File: src/rtl/cfgm_pkg.sv
`timescale 1ns/1ps
// Shared types for the configuration master.
package cfgm_pkg;
    typedef enum logic [4:0] {
        ST_IDLE, ST_PROG, ST_INITW, ST_WEN, ST_SEL, ST_LWAIT, ST_LLO, ST_LHI,
        ST_BLO, ST_BHI, ST_SELOFF, ST_WENOFF, ST_DLO, ST_DHI,
        ST_RSEL, ST_RLO, ST_RHI, ST_RPUT, ST_RSELOFF, ST_RLO2, ST_RHI2, ST_FIN
    } cfgm_state_e;
endpackage

File: src/rtl/cfgm_timer.sv
`timescale 1ns/1ps
// Phase timer: counts cycles since the last clear and saturates.
// Assumes PROG_CYC >= 1 and TMO_CYC >= 1 and that W can hold both.
module cfgm_timer #(
    parameter int W        = 8,
    parameter int PROG_CYC = 4,
    parameter int TMO_CYC  = 100
) (
    input  logic clk,
    input  logic rst_n,
    input  logic clr,
    output logic prog_hit,
    output logic tmo_hit
);
    logic [W-1:0] cnt;

    // Count up from zero after each clear, holding at all-ones.
    always_ff @(posedge clk) begin
        if (!rst_n)          cnt <= '0;
        else if (clr)        cnt <= '0;
        else if (cnt != '1)  cnt <= cnt + 1'b1;
    end

    assign prog_hit = (cnt == W'(PROG_CYC - 1));
    assign tmo_hit  = (cnt >= W'(TMO_CYC - 1));
endmodule

File: src/rtl/cfgm_count.sv
`timescale 1ns/1ps
// Remaining-byte counter: loaded from the command, decremented per byte.
module cfgm_count #(
    parameter int W = 16
) (
    input  logic         clk,
    input  logic         rst_n,
    input  logic         load,
    input  logic [W-1:0] load_val,
    input  logic         dec,
    output logic         is_zero,
    output logic         is_one
);
    logic [W-1:0] rem;

    // Hold the number of bytes still to move.
    always_ff @(posedge clk) begin
        if (!rst_n)              rem <= '0;
        else if (load)           rem <= load_val;
        else if (dec && rem != 0) rem <= rem - 1'b1;
    end

    assign is_zero = (rem == '0);
    assign is_one  = (rem == W'(1));
endmodule

File: src/rtl/cfgm_fsm.sv
`timescale 1ns/1ps
// Sequencer for load and readback. Pins are decoded from the state
// register (Moore), so each pin changes only on a state change.
// Assumes the target samples data on the rising configuration clock.
module cfgm_fsm
    import cfgm_pkg::*;
#(
    parameter bit CHECK_BUSY = 1'b1
) (
    input  logic clk,
    input  logic rst_n,
    input  logic cmd_valid,
    input  logic cmd_rdback,
    input  logic wr_valid,
    input  logic rd_ready,
    input  logic dev_ready_in,
    input  logic dev_stall,
    input  logic dev_cfg_ok,
    input  logic cnt_zero,
    input  logic cnt_one,
    input  logic prog_hit,
    input  logic tmo_hit,
    output logic tmr_clr,
    output logic cnt_load,
    output logic cnt_dec,
    output logic cap_wr,
    output logic cap_rd,
    output logic cmd_ready,
    output logic wr_ready,
    output logic rd_valid,
    output logic st_valid,
    output logic st_ok,
    output logic dev_prog_req,
    output logic dev_sel,
    output logic dev_wen,
    output logic dev_sclk,
    output logic dev_doe,
    output logic dev_abort
);
    cfgm_state_e st, nxt;
    logic fail_q, fail_set, fail_clr;
    logic stall_chk;

    generate
        if (CHECK_BUSY) begin : g_stall_on
            assign stall_chk = dev_stall;
        end else begin : g_stall_off
            assign stall_chk = 1'b0;
        end
    endgenerate

    // State register.
    always_ff @(posedge clk) begin
        if (!rst_n) st <= ST_IDLE;
        else        st <= nxt;
    end

    // Failure flag for the running command.
    always_ff @(posedge clk) begin
        if (!rst_n)        fail_q <= 1'b0;
        else if (fail_clr) fail_q <= 1'b0;
        else if (fail_set) fail_q <= 1'b1;
    end

    // Next-state and strobe decode.
    always_comb begin
        nxt      = st;
        tmr_clr  = 1'b0;
        cnt_load = 1'b0;
        cnt_dec  = 1'b0;
        cap_wr   = 1'b0;
        cap_rd   = 1'b0;
        fail_set = 1'b0;
        fail_clr = 1'b0;
        case (st)
            ST_IDLE: begin
                tmr_clr = 1'b1;
                if (cmd_valid) begin
                    cnt_load = 1'b1;
                    fail_clr = 1'b1;
                    nxt      = cmd_rdback ? ST_RSEL : ST_PROG;
                end
            end
            ST_PROG: if (prog_hit) begin
                tmr_clr = 1'b1;
                nxt     = ST_INITW;
            end
            ST_INITW: begin
                if (dev_ready_in && !dev_stall) nxt = ST_WEN;
                else if (tmo_hit) begin
                    fail_set = 1'b1;
                    nxt      = ST_FIN;
                end
            end
            ST_WEN:  nxt = ST_SEL;
            ST_SEL:  nxt = cnt_zero ? ST_SELOFF : ST_LWAIT;
            ST_LWAIT: if (wr_valid) begin
                cap_wr  = 1'b1;
                cnt_dec = 1'b1;
                nxt     = ST_LLO;
            end
            ST_LLO:  nxt = ST_LHI;
            ST_LHI: begin
                if (stall_chk) begin
                    tmr_clr = 1'b1;
                    nxt     = ST_BLO;
                end else nxt = cnt_zero ? ST_SELOFF : ST_LWAIT;
            end
            ST_BLO:  nxt = ST_BHI;
            ST_BHI: begin
                if (!stall_chk) nxt = cnt_zero ? ST_SELOFF : ST_LWAIT;
                else if (tmo_hit) begin
                    fail_set = 1'b1;
                    nxt      = ST_SELOFF;
                end else nxt = ST_BLO;
            end
            ST_SELOFF: nxt = ST_WENOFF;
            ST_WENOFF: begin
                if (fail_q || dev_cfg_ok) nxt = ST_FIN;
                else begin
                    tmr_clr = 1'b1;
                    nxt     = ST_DLO;
                end
            end
            ST_DLO:  nxt = ST_DHI;
            ST_DHI: begin
                if (dev_cfg_ok) nxt = ST_FIN;
                else if (tmo_hit) begin
                    fail_set = 1'b1;
                    nxt      = ST_FIN;
                end else nxt = ST_DLO;
            end
            ST_RSEL: nxt = cnt_zero ? ST_RSELOFF : ST_RLO;
            ST_RLO:  nxt = ST_RHI;
            ST_RHI: begin
                cap_rd = 1'b1;
                nxt    = ST_RPUT;
            end
            ST_RPUT: if (rd_ready) begin
                cnt_dec = 1'b1;
                nxt     = cnt_one ? ST_RSELOFF : ST_RLO;
            end
            ST_RSELOFF: nxt = ST_RLO2;
            ST_RLO2:    nxt = ST_RHI2;
            ST_RHI2:    nxt = ST_FIN;
            ST_FIN:     nxt = ST_IDLE;
            default:    nxt = ST_IDLE;
        endcase
    end

    // Pin and handshake decode from the current state.
    always_comb begin
        dev_prog_req = (st == ST_PROG);
        dev_wen      = (st inside {ST_WEN, ST_SEL, ST_LWAIT, ST_LLO, ST_LHI,
                                   ST_BLO, ST_BHI, ST_SELOFF});
        dev_sel      = (st inside {ST_SEL, ST_LWAIT, ST_LLO, ST_LHI, ST_BLO,
                                   ST_BHI, ST_RSEL, ST_RLO, ST_RHI, ST_RPUT});
        dev_sclk     = !(st inside {ST_LLO, ST_BLO, ST_DLO, ST_RLO, ST_RLO2});
        dev_doe      = dev_wen;
        cmd_ready    = (st == ST_IDLE);
        wr_ready     = (st == ST_LWAIT);
        rd_valid     = (st == ST_RPUT);
        st_valid     = (st == ST_FIN);
        st_ok        = !fail_q;
        dev_abort    = (st == ST_FIN) && fail_q;
    end
endmodule

File: src/rtl/cfgm_master.sv
`timescale 1ns/1ps
// Byte-wide configuration load / readback master (top).
// Joins the sequencer, phase timer, byte counter and the data registers.
// Assumes TMO_CYC > PROG_CYC and that the target drives dev_din only
// while dev_doe is low.
module cfgm_master #(
    parameter int DW         = 8,
    parameter int LEN_W      = 16,
    parameter int PROG_CYC   = 64,
    parameter int TMO_CYC    = 2500000,
    parameter bit CHECK_BUSY = 1'b1
) (
    input  logic             clk,
    input  logic             rst_n,
    input  logic             cmd_valid,
    output logic             cmd_ready,
    input  logic             cmd_rdback,
    input  logic [LEN_W-1:0] cmd_len,
    input  logic             wr_valid,
    output logic             wr_ready,
    input  logic [DW-1:0]    wr_data,
    output logic             rd_valid,
    input  logic             rd_ready,
    output logic [DW-1:0]    rd_data,
    output logic             st_valid,
    output logic             st_ok,
    output logic             dev_prog_req,
    output logic             dev_sel,
    output logic             dev_wen,
    output logic             dev_sclk,
    output logic [DW-1:0]    dev_dout,
    output logic             dev_doe,
    input  logic [DW-1:0]    dev_din,
    input  logic             dev_ready_in,
    input  logic             dev_stall,
    input  logic             dev_cfg_ok,
    output logic             dev_abort
);
    localparam int TMR_W = $clog2(TMO_CYC + PROG_CYC + 2);

    logic tmr_clr, prog_hit, tmo_hit;
    logic cnt_load, cnt_dec, cnt_zero, cnt_one;
    logic cap_wr, cap_rd;
    logic [DW-1:0] dq_q, rd_q;

    cfgm_timer #(.W(TMR_W), .PROG_CYC(PROG_CYC), .TMO_CYC(TMO_CYC)) u_timer (
        .clk(clk), .rst_n(rst_n), .clr(tmr_clr),
        .prog_hit(prog_hit), .tmo_hit(tmo_hit)
    );

    cfgm_count #(.W(LEN_W)) u_count (
        .clk(clk), .rst_n(rst_n), .load(cnt_load), .load_val(cmd_len),
        .dec(cnt_dec), .is_zero(cnt_zero), .is_one(cnt_one)
    );

    cfgm_fsm #(.CHECK_BUSY(CHECK_BUSY)) u_fsm (
        .clk(clk), .rst_n(rst_n), .cmd_valid(cmd_valid), .cmd_rdback(cmd_rdback),
        .wr_valid(wr_valid), .rd_ready(rd_ready), .dev_ready_in(dev_ready_in),
        .dev_stall(dev_stall), .dev_cfg_ok(dev_cfg_ok), .cnt_zero(cnt_zero),
        .cnt_one(cnt_one), .prog_hit(prog_hit), .tmo_hit(tmo_hit),
        .tmr_clr(tmr_clr), .cnt_load(cnt_load), .cnt_dec(cnt_dec),
        .cap_wr(cap_wr), .cap_rd(cap_rd), .cmd_ready(cmd_ready),
        .wr_ready(wr_ready), .rd_valid(rd_valid), .st_valid(st_valid),
        .st_ok(st_ok), .dev_prog_req(dev_prog_req), .dev_sel(dev_sel),
        .dev_wen(dev_wen), .dev_sclk(dev_sclk), .dev_doe(dev_doe),
        .dev_abort(dev_abort)
    );

    // Outgoing byte: latched when the write stream hands one over.
    always_ff @(posedge clk) begin
        if (!rst_n)      dq_q <= '0;
        else if (cap_wr) dq_q <= wr_data;
    end

    // Readback byte: sampled from the target after the rising clock.
    always_ff @(posedge clk) begin
        if (!rst_n)      rd_q <= '0;
        else if (cap_rd) rd_q <= dev_din;
    end

    assign dev_dout = dq_q;
    assign rd_data  = rd_q;
endmodule

File: config.mk
export PLATFORM = sky130hd
export DESIGN_NAME = cfgm_master
export DESIGN_NICKNAME = d
export VERILOG_FILES = /design/src/rtl/cfgm_pkg.sv /design/src/rtl/cfgm_timer.sv /design/src/rtl/cfgm_count.sv /design/src/rtl/cfgm_fsm.sv /design/src/rtl/cfgm_master.sv
export SDC_FILE = /design/constraint.sdc
export NUM_CORES = 1
export LEC_CHECK = 0
export BUFFER_PORTS_ARGS = -buffer_cell sky130_fd_sc_hd__buf_4
export CAP_MARGIN = 20
export CORE_MARGIN = 2
export CORE_UTILIZATION = 35
export DETAILED_ROUTE_END_ITERATION = 7
export PLACE_DENSITY = 0.56
export SLEW_MARGIN = 20
export SYNTH_ARGS = -nofsm -noshare
export SYNTH_HDL_FRONTEND = slang
export SYNTH_SLANG_ARGS = --single-unit
File: constraint.sdc
create_clock -name clk -period 4.1 [get_ports clk]
set_input_delay 0.82 -clock clk [delete_from_list [all_inputs] [get_ports clk]]
set_output_delay 0.82 -clock clk [all_outputs]
set_load 0.01 [all_outputs]
# Word-level counts from Yosys, hierarchy flattened
# Cells that the tools add are included.
dict set report word_totals {
  register_bits 60
  inputBits 41
  out_inout_bits 27
  word_cells 91
}
dict set report op_classes {
  order_cmp 1
  addsub 2
  n_eq_ne 29
  mux 35
  bitwise_logic 1
  reduce_logical 17
}
# op n
set op_table {}
lappend op_table {{5-bit case mux with 21 select lines} 1}
lappend op_table {{5-bit two-way mux} 13}
lappend op_table {{5-bit by 4-bit == test with 1-bit output (second input constant)} 8}
lappend op_table {{16-bit two-way mux} 2}
lappend op_table {{5-bit == test (second input constant)} 6}
lappend op_table {{22-bit by 1-bit adder with 22-bit output (second input constant)} 1}
lappend op_table {{22-bit by 6-bit == test with 1-bit output (second input constant)} 1}
lappend op_table {{22-bit >= comparator (second input constant)} 1}
lappend op_table {{22-bit != test (second input constant)} 1}
lappend op_table {{5-bit by 3-bit == test with 1-bit output (second input constant)} 4}
lappend op_table {{16-bit by 1-bit == test with 1-bit output (second input constant)} 1}
lappend op_table {{16-bit logical NOT} 1}
lappend op_table {{16-bit nonzero test} 1}
lappend op_table {{16-bit by 1-bit subtractor with 16-bit output (second input constant)} 1}
lappend op_table {{1-bit two-way mux} 13}
lappend op_table {{5-bit by 2-bit == test with 1-bit output (second input constant)} 2}
lappend op_table {{10-bit nonzero test} 1}
lappend op_table {{4-bit two-way mux} 2}
lappend op_table {{8-bit nonzero test} 1}
lappend op_table {{5-bit by 1-bit == test with 1-bit output (second input constant)} 1}
lappend op_table {{5-bit logical NOT} 1}
lappend op_table {{5-bit AND reduction} 1}
lappend op_table {{5-bit nonzero test} 1}
lappend op_table {{2-bit by 1-bit != test with 1-bit output (second input constant)} 2}
lappend op_table {{12 further kinds} 18}

# Longest topological paths before layout
dict set report logic_depth {
  ltp_word 5
  ltp_mapped 9
  ltp_nobuf 8
}

# Modules after synthesis
# From an unflattened synthesis, not the netlist that was laid out.
dict set report unflattened {
  hier_cells 478
  area_unflattened_um2 3906.2
}
# module cells_per_inst seq_area_each_um2 n_inst area_per_inst_um2
set modules_own_cells {}
lappend modules_own_cells {cfgm_timer 160 440.4 1 1301.2}
lappend modules_own_cells {cfgm_fsm 147 120.1 1 1041.0}
lappend modules_own_cells {cfgm_count 120 320.3 1 955.9}
lappend modules_own_cells {cfgm_master 51 320.3 1 608.1}

# Worst setup path after synthesis
# No wires, ideal clock.
dict set report synth_timing {
  path_kind {register to output}
  start {register u_fsm.st[2]}
  end {output dev_wen}
  t_arrival_ns 1.578
  n_path_buf 4
  path_stages_with_launch 8
  required_time_ns 3.280
  setup_slack_ns 1.702
  cell_sequence {dfxtp_1 clkbuf_2 clkbuf_1 clkbuf_1 a21oi_1 xor2_1 nor2_1 buf_4}
}
dict set report synth_via {
  elab_chain_cells 2
  word_cells_on_any_way 9
  classes_between {8 x eq/ne; 1 x reduce/logical}
}
# element line_no
set synth_rtl {}
lappend synth_rtl {{start: declaration} cfgm_fsm.sv:40} ;# cfgm_state_e st, nxt;
lappend synth_rtl {{start signal: assignment} cfgm_fsm.sv:55} ;# else st <= nxt;
lappend synth_rtl {{5-bit by 2-bit == test with 1-bit output (tied with other cells)} cfgm_fsm.sv:154} ;# dev_wen = (st inside {ST_WEN, ST_SEL, ST_LWAIT, ST_LLO, ST_LHI,
lappend synth_rtl {{8-bit nonzero test (*)} cfgm_fsm.sv:154}
lappend synth_rtl {{end: declaration} cfgm_master.sv:29} ;# output logic dev_wen,
# Every way passes the cells marked *; elsewhere a longest branch is shown, timed or not.

# Worst setup path after layout
dict set report layout_timing {
  start {register u_fsm.st[0]}
  end {register u_count.rem[14]}
}
dict set report layout_via {
  elab_chain_cells 4
  word_cells_on_any_way 8
  classes_between {2 x eq/ne; 3 x mux; 3 x reduce/logical}
}
# element line_no
set layout_rtl {}
lappend layout_rtl {{5-bit == test / 5-bit by 3-bit == test with 1-bit output (equally long branches)} cfgm_fsm.sv:75} ;# case (st)
lappend layout_rtl {{1-bit case mux with 2 select lines} cfgm_fsm.sv:75}
lappend layout_rtl {{1-bit logical AND} cfgm_count.sv:20} ;# else if (dec && rem != 0) rem <= rem - 1'b1;
lappend layout_rtl {{2-bit nonzero test (no line)} n/a}
lappend layout_rtl {{end signal: assignment} cfgm_count.sv:19} ;# else if (load) rem <= load_val;
lappend layout_rtl {{end signal: assignment} cfgm_count.sv:20}
lappend layout_rtl {{end: declaration} cfgm_count.sv:14} ;# logic [W-1:0] rem;
# Several ways; a longest one is shown, not always the timed one.
# A chain may end at the register's enable or synchronous reset.

==> impl_metrics.csv <==
group,metric,value,unit
drt,topRoutingLayerUsed,"met4",
logic_synthesis,synth-adder-area-share,1.41,%
placed_design,dp_hpwl,7120,um
worst_setup_path,crit_fanout,20,
min_path,hp-class,"register to register",
drt,vias_per_cell,5.28,
floorplanning,core_area,9820,um2
finish,final_cell_area,4300,um2
clock_network,clock_latency,330,ps
global_routing,grt_pass1_wl,15800,um
logic_synthesis,synth-simple-area-share,31.0,%
drt,drt_first_pass_iters,4,
logic_synthesis,seq_area_frac_synth,33.9,%
floorplanning,die_w,105,um
floorplanning,io_pins,68,
drt,met3WireLength,506,um
logic_synthesis,synth-compound-area-share,18.6,%
min_path,hold_start,"rd_data[0]",
sta,post-route-min-period,2860,ps
clock_network,root_buffer,"clkbuf_8",
logic_synthesis,async_reset_ff_share,0,%
clock_network,postCtsSetupBuffers,0,
global_routing,grt_max_degree,29,
logic_synthesis,synth.cell_area,3550,um2
drt,post_drt_wl_per_cell,15.1,um
global_routing,gr-total-overflow,0,
floorplanning,initial_utilization,36.1,%
worst_setup_path,r2r_slack,1240,ps
placed_design,dpl.cell_count,631,
drt,met2WireLength,4690,um
global_routing,first_global_vias,3235,
logic_synthesis,synthMuxAreaShare,2.26,%
finish,drive_above_1_share,19.5,%
power,power_density,522,nW/um2
logic_synthesis,synth_top_family_by_area,"simple AND/OR/NAND/NOR gates",
run_status,status,"finished clean",
clock_network,ctsHtreeMaxLevel,3,
logic_synthesis,syn_inst,455,
finish,syn2layout_area_growth,21.3,%
sta,skew,8.02,ps
sta,report.final.setup_viol,0,
sta,fmax,349,MHz
worst_setup_path,crit_path_start_kind,"register",
finish,layoutNonFillerInstCount,647,
clock_network,clockBufferDepth,2,
clock_network,cts_tree,"yes",
drt,drt-total-wl,9740,um
finish,antennaDiodeCount,0,
clock_network,cts_sinks,60,
worst_setup_path,reg2regPathDepth,6,
drt,num_vias,3416,
sta,slew_headroom,36.7,%
run,max_cap_viol_count,0,
logic_synthesis,synth-edff-count,0,
sta,rsz0062_at_grt,"false",
floorplanning,die_area,11000,um2
worst_setup_path,end_kind,"register",
floorplanning,placementRows,36,
sta,fin_setup_tns,0,ps
power,ir_drop,0.180,mV
clock_network,holdBufCountCts,0,
logic_synthesis,synth.ff_latch_count,60,
worst_setup_path,r2r_start,"u_fsm.st[0]",
sta,tightest_slew,947,ps
worst_setup_path,required,4330,ps
min_path,whs_path_depth,2,
clock_network,cts_buffers,9,
finish,layout.nets,554,
floorplanning,die_h,105,um
sta,final-max-slew-violation-count,0,
global_routing,antenna_found_initial,0,
logic_synthesis,synth_nets,500,
clock_network,cts-resized-gates,0,
worst_setup_path,arrival,3090,ps
drt,drc,0,
placed_design,port_buffers,67,
placed_design,place_area,4120,um2
logic_synthesis,syn_avg_cell_area,7.80,um2
min_path,holdPathEnd,"rd_data[0]",
finish,utilization,43.8,%
power,p_leak,1.56,nW
sta,hold_viol_final,0,
global_routing,grt_use_total,17.7,%
placed_design,place_congestion,0.910,
logic_synthesis,synth_xor_area_share,7.90,%
drt,wl_met1,4490,um
sta,fin_crit_sh,69.8,%
drt,ant_nets,0,
worst_setup_path,critical_path_class,"register to register",
logic_synthesis,yosys_most_used_dff,"dfxtp_1",
logic_synthesis,ys_types,63,
clock_network,cts.reportedPaths.clkPinSlew,70,ps
drt,drt_iter0_markers,156,
worst_setup_path,worstReg2RegEnd,"u_count.rem[14]",
logic_synthesis,yosys_warnings,0,
[worst max path at each step]
| stage | start | to | slack (ps) | cells past startpoint |
|---|---|---|---|---|
| final | u_fsm.st[0] | u_count.rem[14] | 1240 | 6 |
| after global routing | u_fsm.st[0] | u_count.rem[12] | 960 | 6 |
| after CTS | u_fsm.st[0] | u_count.rem[14] | 1220 | 6 |
| after detailed placement | u_fsm.st[0] | u_count.rem[14] | 1240 | 6 |
| after global placement | u_fsm.st[0] | u_count.rem[14] | 1300 | 6 |
| after floorplan | u_fsm.st[2] | dev_wen | 1700 | 7 |
[registers in the layout (all words and copies together) (netlist names)]
signal	count
u_timer.cnt	22
u_count.rem	16
dev_dout	8
rd_data	8
u_fsm.st	5
u_fsm.fail_q	1
[routing by layer]
metal / vias up / GRT usage, %
li1: 1749 / -
met1: 1585 / 23.0
met2: 78 / 29.5
met3: 4 / 4.18
met4: 0 / 4.57
met5: - / 0
[cells in the mapped netlist (3+ instances only)]
library cell	count	area share (%)
a211oi_1	13	2.8
a21oi_1	27	3.8
a22oi_1	3	0.63
a32oi_1	3	0.74
and3_1	9	1.6
buf_1	3	0.32
buf_2	4	0.56
buf_4	3	0.63
clkbuf_1	16	1.7
dfxtp_1	60	34
ha_1	4	1.4
inv_1	11	1.2
mux2i_1	8	2.3
nand2_1	48	5.1
nand2b_1	6	1.1
nand3_1	27	3.8
nand3b_1	3	0.63
nand4_1	10	1.8
nor2_1	52	5.5
nor2b_1	4	0.71
nor3_1	23	3.2
nor3b_2	3	1.1
nor4_1	9	1.6
nor4_2	3	1.1
o211ai_1	4	0.85
o21a_1	3	0.63
o21ai_0	20	2.8
o21ai_1	3	0.42
o32ai_1	3	0.74
xnor2_1	16	3.9
xor2_1	16	3.9
[cells in the final DEF, fill, tap and decap left out, types with 2 or more instances in the layout]
cell type / count
a211oi_1: 13
a21oi_1: 27
a22oi_1: 3
a311oi_1: 2
a31oi_1: 2
a32oi_1: 3
and3_1: 9
buf_4: 71
clkbuf_1: 3
clkbuf_8: 9
clkinvlp_4: 2
dfxtp_1: 60
ha_1: 4
inv_1: 11
mux2i_1: 8
nand2_1: 48
nand2b_1: 6
nand3_1: 27
nand3b_1: 3
nand4_1: 10
nor2_1: 52
nor2b_1: 4
nor3_1: 23
nor3b_2: 3
nor4_1: 9
nor4_2: 3
nor4b_1: 2
o2111ai_1: 2
o211ai_1: 4
o21a_1: 3
o21ai_0: 20
o21ai_1: 3
o21bai_1: 2
o32ai_1: 3
or3_1: 2
xnor2_1: 16
xor2_1: 16
[worst max-delay path, cell delays in order, from the launching register on]
cell      delay (ps)
dfxtp_1          750
nor2b_1          370
and3_1           610
o21a_1           470
nand4_1          170
xor2_1           170
a211oi_1         210
[power breakdown]
part | total [mW] | switching [mW] | internal, mW
sequential | 0.828 | 0.152 | 0.676
combinational | 0.909 | 0.523 | 0.386
clock | 0.510 | 0.230 | 0.280
[logic make-up after synthesis]
group | after synthesis
buffers and inverters | 40
adders and majority gates | 4
DFF | 60
AOI/OAI and AO/OA | 99
xor gates and xnor gates | 32
muxes | 8
and+or+nand+nor | 212
[cell type report]
cell class	count	area (um2)
clock buffer	12	135
clock inverter	4	50.0
fill	1017	5520
inverter	12	45.0
multi-input combinational	355	2170
sequential	60	1200
tap	133	166
timing repair buffer	71	533
[per-stage QoR]
step | hold WS, ps | total power [mW] | setup WS (ps)
finish | 457 | 2.25 | 1240
global route | 475 | 2.40 | 962
CTS | 457 | 2.26 | 1220
detailed placement | 447 | 1.74 | 1240
global placement | 446 | 1.74 | 1300
floorplan | 453 | 1.47 | 1700
(Power assumes the default switching activity.)
